**src/rtl/mkr_pkg.sv**
```systemverilog
`timescale 1ns/1ps
package mkr_pkg;
  typedef enum logic [1:0] {
    MK_MID    = 2'b00,
    MK_OPEN   = 2'b01,
    MK_CLOSE  = 2'b10,
    MK_SINGLE = 2'b11
  } mk_e;

  typedef enum logic [1:0] {
    ST_IDLE = 2'd0,
    ST_RD   = 2'd1,
    ST_WAIT = 2'd2,
    ST_WR   = 2'd3
  } st_e;

  function automatic logic mk_opens(logic [1:0] m);
    return m[0];
  endfunction

  function automatic logic mk_closes(logic [1:0] m);
    return m[1];
  endfunction
endpackage

```
**src/rtl/mkr_depth.sv**
```systemverilog
`timescale 1ns/1ps
module mkr_depth #(
  parameter int DEP_W = 6
) (
  input  logic [DEP_W-1:0] depth_i,
  input  logic [1:0]       mk_i,
  output logic             hit_o,
  output logic [DEP_W-1:0] depth_o,
  output logic             zero_o
);
  import mkr_pkg::*;

  logic [DEP_W-1:0] d_open;

  always_comb begin
    d_open  = depth_i + DEP_W'(mk_opens(mk_i));
    hit_o   = (d_open == DEP_W'(1));
    // close never drops below zero
    depth_o = (mk_closes(mk_i) && d_open != '0) ? d_open - DEP_W'(1) : d_open;
    zero_o  = (depth_o == '0);
  end
endmodule

```
**src/rtl/mkr_port_arb.sv**
```systemverilog
`timescale 1ns/1ps
module mkr_port_arb #(
  parameter int IDX_W = 10,
  parameter int ENT_W = 17
) (
  input  logic             clk_i,
  input  logic             rst_ni,
  input  logic             lk_valid_i,
  input  logic [IDX_W-1:0] lk_addr_i,
  input  logic             sc_req_i,
  input  logic             sc_we_i,
  input  logic [IDX_W-1:0] sc_addr_i,
  input  logic [ENT_W-1:0] sc_wdata_i,
  output logic             sc_gnt_o,
  output logic             mem_en_o,
  output logic             mem_we_o,
  output logic [IDX_W-1:0] mem_addr_o,
  output logic [ENT_W-1:0] mem_wdata_o,
  output logic             lk_rvalid_o
);
  logic rvalid_q;

  always_comb begin
    mem_wdata_o = sc_wdata_i;
    if (lk_valid_i) begin
      mem_en_o   = 1'b1;
      mem_we_o   = 1'b0;
      mem_addr_o = lk_addr_i;
    end else begin
      mem_en_o   = sc_req_i;
      mem_we_o   = sc_req_i & sc_we_i;
      mem_addr_o = sc_addr_i;
    end
    sc_gnt_o = sc_req_i & ~lk_valid_i;
  end

  always_ff @(posedge clk_i or negedge rst_ni) begin
    if (!rst_ni) rvalid_q <= 1'b0;
    else         rvalid_q <= lk_valid_i;
  end

  assign lk_rvalid_o = rvalid_q;
endmodule

```
**src/rtl/mkr_scan_ctrl.sv**
```systemverilog
`timescale 1ns/1ps
module mkr_scan_ctrl #(
  parameter int IDX_W = 10,
  parameter int NH_W  = 15,
  parameter int DEP_W = 6,
  localparam int ENT_W = NH_W + 2
) (
  input  logic             clk_i,
  input  logic             rst_ni,
  input  logic             cmd_valid_i,
  input  logic [IDX_W-1:0] cmd_start_i,
  input  logic [NH_W-1:0]  cmd_nh_i,
  output logic             cmd_ready_o,
  output logic             sc_req_o,
  output logic             sc_we_o,
  output logic [IDX_W-1:0] sc_addr_o,
  output logic [ENT_W-1:0] sc_wdata_o,
  input  logic             sc_gnt_i,
  input  logic [1:0]       rd_mk_i,
  output logic             done_o,
  output logic             err_o
);
  import mkr_pkg::*;

  localparam logic [IDX_W-1:0] LAST_IDX = '1;

  st_e              st_q;
  logic [IDX_W-1:0] addr_q;
  logic [NH_W-1:0]  nh_q;
  logic [DEP_W-1:0] depth_q;
  logic [1:0]       mk_q;
  logic             fin_q;
  logic             done_q;
  logic             err_q;

  logic             dep_hit;
  logic             dep_zero;
  logic [DEP_W-1:0] dep_next;
  logic             adv;
  logic             fin_sel;

  mkr_depth #(.DEP_W(DEP_W)) u_depth (
    .depth_i (depth_q),
    .mk_i    (rd_mk_i),
    .hit_o   (dep_hit),
    .depth_o (dep_next),
    .zero_o  (dep_zero)
  );

  always_comb begin
    cmd_ready_o = (st_q == ST_IDLE);
    sc_req_o    = (st_q == ST_RD) || (st_q == ST_WR);
    sc_we_o     = (st_q == ST_WR);
    sc_addr_o   = addr_q;
    sc_wdata_o  = {mk_q, nh_q};
    // step to the next entry: skipped entry in WAIT, or granted write
    adv         = ((st_q == ST_WAIT) && !dep_hit) || ((st_q == ST_WR) && sc_gnt_i);
    fin_sel     = (st_q == ST_WAIT) ? dep_zero : fin_q;
  end

  always_ff @(posedge clk_i or negedge rst_ni) begin
    if (!rst_ni) begin
      st_q    <= ST_IDLE;
      addr_q  <= '0;
      nh_q    <= '0;
      depth_q <= '0;
      mk_q    <= '0;
      fin_q   <= 1'b0;
      done_q  <= 1'b0;
      err_q   <= 1'b0;
    end else begin
      done_q <= 1'b0;
      unique case (st_q)
        ST_IDLE: if (cmd_valid_i) begin
          addr_q  <= cmd_start_i;
          nh_q    <= cmd_nh_i;
          depth_q <= '0;
          err_q   <= 1'b0;
          st_q    <= ST_RD;
        end
        ST_RD: if (sc_gnt_i) st_q <= ST_WAIT;
        ST_WAIT: begin
          mk_q    <= rd_mk_i;
          depth_q <= dep_next;
          fin_q   <= dep_zero;
          if (dep_hit) st_q <= ST_WR;
        end
        ST_WR: ;
        default: st_q <= ST_IDLE;
      endcase
      if (adv) begin
        if (fin_sel) begin
          done_q <= 1'b1;
          st_q   <= ST_IDLE;
        end else if (addr_q == LAST_IDX) begin
          err_q  <= 1'b1;
          st_q   <= ST_IDLE;
        end else begin
          addr_q <= addr_q + IDX_W'(1);
          st_q   <= ST_RD;
        end
      end
    end
  end

  assign done_o = done_q;
  assign err_o  = err_q;
endmodule

```
**src/rtl/mkr_update_scanner.sv**
```systemverilog
`timescale 1ns/1ps
module mkr_update_scanner #(
  parameter int IDX_W = 10,
  parameter int NH_W  = 15,
  parameter int DEP_W = 6,
  localparam int ENT_W = NH_W + 2
) (
  input  logic             clk_i,
  input  logic             rst_ni,
  input  logic             cmd_valid_i,
  output logic             cmd_ready_o,
  input  logic [IDX_W-1:0] cmd_start_i,
  input  logic [NH_W-1:0]  cmd_nh_i,
  input  logic             lk_valid_i,
  input  logic [IDX_W-1:0] lk_addr_i,
  output logic             lk_rvalid_o,
  output logic [NH_W-1:0]  lk_nh_o,
  output logic             mem_en_o,
  output logic             mem_we_o,
  output logic [IDX_W-1:0] mem_addr_o,
  output logic [ENT_W-1:0] mem_wdata_o,
  input  logic [ENT_W-1:0] mem_rdata_i,
  output logic             done_o,
  output logic             err_o
);
  logic             sc_req;
  logic             sc_we;
  logic [IDX_W-1:0] sc_addr;
  logic [ENT_W-1:0] sc_wdata;
  logic             sc_gnt;

  mkr_scan_ctrl #(.IDX_W(IDX_W), .NH_W(NH_W), .DEP_W(DEP_W)) u_ctrl (
    .clk_i       (clk_i),
    .rst_ni      (rst_ni),
    .cmd_valid_i (cmd_valid_i),
    .cmd_start_i (cmd_start_i),
    .cmd_nh_i    (cmd_nh_i),
    .cmd_ready_o (cmd_ready_o),
    .sc_req_o    (sc_req),
    .sc_we_o     (sc_we),
    .sc_addr_o   (sc_addr),
    .sc_wdata_o  (sc_wdata),
    .sc_gnt_i    (sc_gnt),
    .rd_mk_i     (mem_rdata_i[ENT_W-1 -: 2]),
    .done_o      (done_o),
    .err_o       (err_o)
  );

  mkr_port_arb #(.IDX_W(IDX_W), .ENT_W(ENT_W)) u_arb (
    .clk_i       (clk_i),
    .rst_ni      (rst_ni),
    .lk_valid_i  (lk_valid_i),
    .lk_addr_i   (lk_addr_i),
    .sc_req_i    (sc_req),
    .sc_we_i     (sc_we),
    .sc_addr_i   (sc_addr),
    .sc_wdata_i  (sc_wdata),
    .sc_gnt_o    (sc_gnt),
    .mem_en_o    (mem_en_o),
    .mem_we_o    (mem_we_o),
    .mem_addr_o  (mem_addr_o),
    .mem_wdata_o (mem_wdata_o),
    .lk_rvalid_o (lk_rvalid_o)
  );

  assign lk_nh_o = mem_rdata_i[NH_W-1:0];
endmodule

```
**config.mk**
```make
export PLATFORM = sky130hd
export DESIGN_NAME = mkr_update_scanner
export DESIGN_NICKNAME = d
export VERILOG_FILES = /design/src/rtl/mkr_pkg.sv /design/src/rtl/mkr_depth.sv /design/src/rtl/mkr_port_arb.sv /design/src/rtl/mkr_scan_ctrl.sv /design/src/rtl/mkr_update_scanner.sv
export SDC_FILE = /design/constraint.sdc
export NUM_CORES = 1
export LEC_CHECK = 0
export ABC_AREA = 1
export BUFFER_PORTS_ARGS = -buffer_cell sky130_fd_sc_hd__buf_2
export CORE_MARGIN = 8
export CORE_UTILIZATION = 49
export DETAILED_ROUTE_END_ITERATION = 10
export PLACE_DENSITY = 0.83
export SYNTH_ARGS = -nofsm -noshare
export SYNTH_HDL_FRONTEND = slang
export SYNTH_SLANG_ARGS = --single-unit
```
**constraint.sdc**
```tcl
create_clock -name clk_i -period 2.6 [get_ports clk_i]
set_input_delay 0.39 -clock clk_i [delete_from_list [all_inputs] [get_ports clk_i]]
set_output_delay 0.39 -clock clk_i [all_outputs]
set_load 0.01 [all_outputs]
```
# Word level (Yosys, flattened, before mapping)
# Cells that the tools add are included.
# totals
memories	0
romBits	0
latch_bits	0
in_bits	56
reg_bits	39
ramBits	0
# op_classes
eq_ne	9
mul	0
bitwise_logic	3
add_sub_neg	3
n_reduce_logical	14
shift	0
n_mux	26
n_lt_le_gt_ge	0
div_mod_pow	0
# ops
operator	n
10-bit two-way mux	6
6-bit two-way mux	2
6-bit one-hot mux with 2 select lines	1
1-bit two-way mux	11
10-bit by 1-bit adder with 10-bit output (second input constant)	1
10-bit == test (second input constant)	1
2-bit two-way mux	5
6-bit by 1-bit adder with 6-bit output	1
6-bit by 1-bit == test with 1-bit output (second input constant)	1
6-bit zero test	1
3-bit by 1-bit != test with 1-bit output (second input constant)	2
2-bit one-hot mux with 3 select lines	1
6-bit nonzero test	1
6-bit by 1-bit subtractor with 6-bit output (second input constant)	1
2-bit == test (second input constant)	2
2-bit AND reduction	2
4-bit AND reduction	1
4-bit nonzero test	1
1-bit logical AND	3
3-bit by 2-bit != test with 1-bit output (second input constant)	1
1-bit AND	2
2-bit by 1-bit == test with 1-bit output (second input constant)	1
2-bit zero test	1
1-bit logical OR	2
other kinds (4)	4

# Longest topological paths before layout
# depth
ltp_word	8
depth_mapped	18

# Cells and area by module
# A second synthesis with hierarchy kept.
# hier_totals
cells_unflattened	405
hier_area_um2	2849.0
# by_module_without_submodules
mod	area_each_um2	n_inst	seq_area_each_um2	cells_each
mkr_scan_ctrl	1979.4	1	950.9	250
mkr_depth	444.2	1	0.0	84
mkr_port_arb	312.8	1	25.0	56
mkr_update_scanner	112.6	1	0.0	15

# Least setup slack after synthesis
# Ideal clock, no wire load.
# synth_path
path_type	input port to flip-flop
from	in mem_rdata_i[15]
to	reg u_ctrl.addr_q[2], in the netlist u_ctrl.sc_addr_o[2]
required_ns	2.483
t_arrival_ns	2.050
n_path_buf	1
stages	15
setup_slack_ns	0.433
path_cell_list	ha_1 -> ha_1 -> inv_1 -> ha_1 -> inv_1 -> nor2_4 -> nand2_4 -> nand2_4 -> inv_1 -> nand2_1 -> a21oi_2 -> nand3_2 -> buf_2 -> nand4_1 -> nand2_1
# synth_via
elab_chain_cells	8
word_cells_on_any_way	13
# synth_rtl
element	line	rtl
from (decl)	mkr_update_scanner.sv:22	input logic [ENT_W-1:0] mem_rdata_i,
6-bit by 1-bit adder with 6-bit output (*)	mkr_depth.sv:16	d_open = depth_i + DEP_W'(mk_opens(mk_i));
parallel branches: the longest is 6 deep, another holds 6-bit by 1-bit subtractor with 6-bit output	n/a	
10-bit two-way mux (*)	mkr_scan_ctrl.sv:91	if (adv) begin
to (signal assigned)	mkr_scan_ctrl.sv:75	addr_q <= cmd_start_i;
to (signal assigned)	mkr_scan_ctrl.sv:99	addr_q <= addr_q + IDX_W'(1);
to (decl)	mkr_scan_ctrl.sv:28	logic [IDX_W-1:0] addr_q;
# Mark *: on every way between the ends.
# A chain may end at the register's enable or synchronous reset.

# Worst setup path after layout
# layout_path
from	reg u_ctrl.depth_q[0]
to	reg u_ctrl.addr_q[4], in the netlist u_ctrl.sc_addr_o[4]
# layout_via
elab_chain_cells	8
word_cells_on_any_way	13
# layout_rtl
element	line	rtl
from (decl)	mkr_scan_ctrl.sv:30	logic [DEP_W-1:0] depth_q;
from (signal assigned)	mkr_scan_ctrl.sv:84	depth_q <= dep_next;
6-bit by 1-bit adder with 6-bit output (*)	mkr_depth.sv:16	
parallel branches: the longest is 6 deep, another holds 6-bit by 1-bit subtractor with 6-bit output	n/a	
10-bit two-way mux (*)	mkr_scan_ctrl.sv:91	
# Marks and branches as above.

==> results by group <==
Placed design
  – RePlAce Congestion: 0.9030
  – DP HPWL: 4751 um
  – PortBufs: 73
  – Pre-CTS setup slack: 30.93 ps

Clock network
  – CTS buffer count: 5
  – Worst-path clk slew: 90 ps
  – CTS Root Cell: clkbuf_8
  – TritonCTS clock tree: built
  – Clock Sinks: 39
  – Clk Latency, worst-skew pair: 290 ps
  – H-tree Lvls: 2
  – Setup bufs post-CTS: 0
  – Clock Tree Buf Depth: 2

Global route
  – Met2 Use GR: 29.53%
  – Vias in the first global route: 2325
  – Met3 global-route usage: 4.457%
  – Largest net degree at the start of global routing: 40
  – Total grt overflow: 0
  – First-pass GRT wire length: 10510 um
  – Initial antenna violation count: 0
  – Total global-route track usage: 16.88%
  – Most used routing layer: met2
  – Met1 track demand over resource: 19.41%

Timing
  – Worst Max-Slew Pin Slew: 879.1 ps
  – Period utilization: 91.33%
  – Final worst setup slack: 225.5 ps
  – Period minus WS final: 2374 ps
  – Endpoints failing hold: 0
  – Worst Clk Skew: 9.992 ps
  – Slew margin rel.: 41.39%
  – Setup tns final: 0 ps
  – Fmax: 421.1 MHz
  – RSZ-0062 raised after global routing: no
  – Final-report setup violation count: 0
  – Max Transition Viols Final: 0

Die
  – Die span in y: 88.37 um
  – Die ar.: 7809 sq um
  – Core ar.: 5075 sq um
  – I/O pin count: 104
  – Starting Density: 50.57%
  – Row cnt: 26
  – Die Wd: 88.37 um

Drt
  – Vias: 2241
  – Post-route DRC: 0
  – Post-route ant nets: 0
  – DR iter-0 viols: 133
  – Avg WL per Cell: 14.24 um
  – Final WL: 6252 um
  – TritonRoute pass-1 iters: 4
  – Vias per cell: 5.105

Worst hold path
  – HP Class: in -> async

Setup path
  – Crit. End Element: flop
  – Data arrival, critical path: 2560 ps
  – Worst reg2reg path depth: 15
  – Crit Path Category: reg -> reg
  – Req. time, crit path: 2780 ps
  – Critical Path Fanout Max: 11
  – Crit path launch type: flop

Power and ir drop
  – Power Density: 1178 nW/um^2
  – Leak: 1.567 nW
  – Maximum vdd drop: 0.5762 mV

Finish
  – Most frequent cells in the layout: 73 x buf_2, 60 x nand2_1, 39 x dfrtp_1
  – Number of diodes: 0
  – Commonest non-fill, non-tap cell in the layout: buf_2
  – Share of post-route cells with drive strength above 1: 36.86%
  – Final core occ: 59.54%
  – Nets@finish: 434
  – Area grow syn2layout: 17.75%

Synth
  – Yosys warning total: 0
  – Synth top area share: 38.03%
  – Distinct cells, synth: 33
  – Post-synth top area cell: dfrtp_1
  – Mapped cell area: 2566 sq um
  – Synth top area cells: dfrtp_1 38%, nand2_1 8.8%, mux2_2 6.6%
  – Post-synthesis sequential area ratio: 38.03%
  – Mapped Cells: 309
  – Syn Nets: 375
  – Register bit total from synthesis: 39
  – Average size of a mapped cell: 8.305 sq um

Flow run
  – Max_cap viols: 0

Outcome
  – Status: finished clean
kinds of logic after synthesis:
group,count (synthesis),share of synthesized area (%)
and+or+nand+nor,140,27.30
AOI/OAI and AO/OA,38,8.825
buffers and inverters,58,11.31
muxes,15,6.582
DFF,39,38.03
adders and majority gates,10,4.876
xor gates and xnor gates,9,3.072
Yosys cell counts (all sizes together):
library cell  count
nand2            74
dfrtp            39
inv              32
nor2             23
nand3            22
buf              20
o21ai            20
mux2             15
a21oi            14
nand4            14
ha               10
xor2              9
clkbuf            6
nor3              3
o22ai             3
and2              1
nand3b            1
nor4              1
o21bai            1
or2               1
flip-flops by register name (all words and copies together) (netlist names):
name,count
u_ctrl.nh_q,15
u_ctrl.depth_q,6
u_ctrl.err_o,1
u_ctrl.mk_q,2
u_ctrl.sc_addr_o,10
u_arb.lk_rvalid_o,1
u_ctrl.fin_q,1
u_ctrl.done_o,1
u_ctrl.st_q,2
layout make-up:
| class | instances | area, sq um |
|---|---|---|
| flip-flops and latches | 39 | 975.9 |
| clock inverters | 3 | 46.29 |
| repair buffers | 78 | 402.9 |
| fillers | 473 | 2053 |
| clock buffers | 5 | 68.82 |
| well taps | 70 | 87.58 |
| multi-input cells | 212 | 1320 |
| inverters | 32 | 120.1 |
stage by stage:
step,power [mW],instances,hold WS (ps),area (sq um)
finish,3.559,439,204.3,3022
global route,3.859,439,293.9,3022
CTS,3.546,439,247.4,3002
detailed placement,3.013,431,469.3,2887
global placement,2.928,431,451.5,2887
floorplan,2.499,309,94.41,2566
routing by layer:
layer | part of all wire (%) | vias up
met1 | 41 | 1055
met3 | 6.8 | 6
met4 | 1.2 | 0
li1 | - | 1115
met2 | 51 | 65
met5 | 0 | -
path summary, 6_finish.rpt:
kind / start / endpoint / slack [ps]
worst max-delay path: u_ctrl.depth_q[0]$_DFFE_PN0P_ / u_ctrl.sc_addr_o[4]$_DFF_PN0_ / 230
worst min-delay path: rst_ni / u_ctrl.done_o$_DFF_PN0_ / 200
worst max register to register: u_ctrl.depth_q[0]$_DFFE_PN0P_ / u_ctrl.sc_addr_o[4]$_DFF_PN0_ / 230
worst min register to register: u_ctrl.mk_q[0]$_DFFE_PN0P_ / u_ctrl.mk_q[0]$_DFFE_PN0P_ / 490
max in group asynchronous: rst_ni / u_ctrl.sc_addr_o[6]$_DFF_PN0_ / 1830
min in group clk_i: cmd_nh_i[11] / u_ctrl.nh_q[11]$_DFFE_PN0P_ / 320
critical path: stages, from the launching register on:
cell and delay [ps]:
dfrtp_1 410, ha_1 220, ha_4 290, inv_1 60
ha_1 170, inv_1 120, nor2_4 70, nand2_4 90
nand2_4 70, nand2_1 60, nand2_1 80, a21oi_2 130
nand3_2 120, buf_4 200, nand4_1 90, nand2_1 60
power by group:
part	internal [mW]	leakage [nW]	total [mW]	switching, mW
logic	0.788	1.03	1.99	1.21
registers	0.878	0.478	1.04	0.165
clock network	0.289	0.0548	0.523	0.234
what timing repair did:
action | CTS | global route
hold buffers | 0 | 0
endpoints found under the setup margin | 0 | 11
gates resized for setup | 0 | 2
Note: power is estimated with default switching activity, not from simulation.
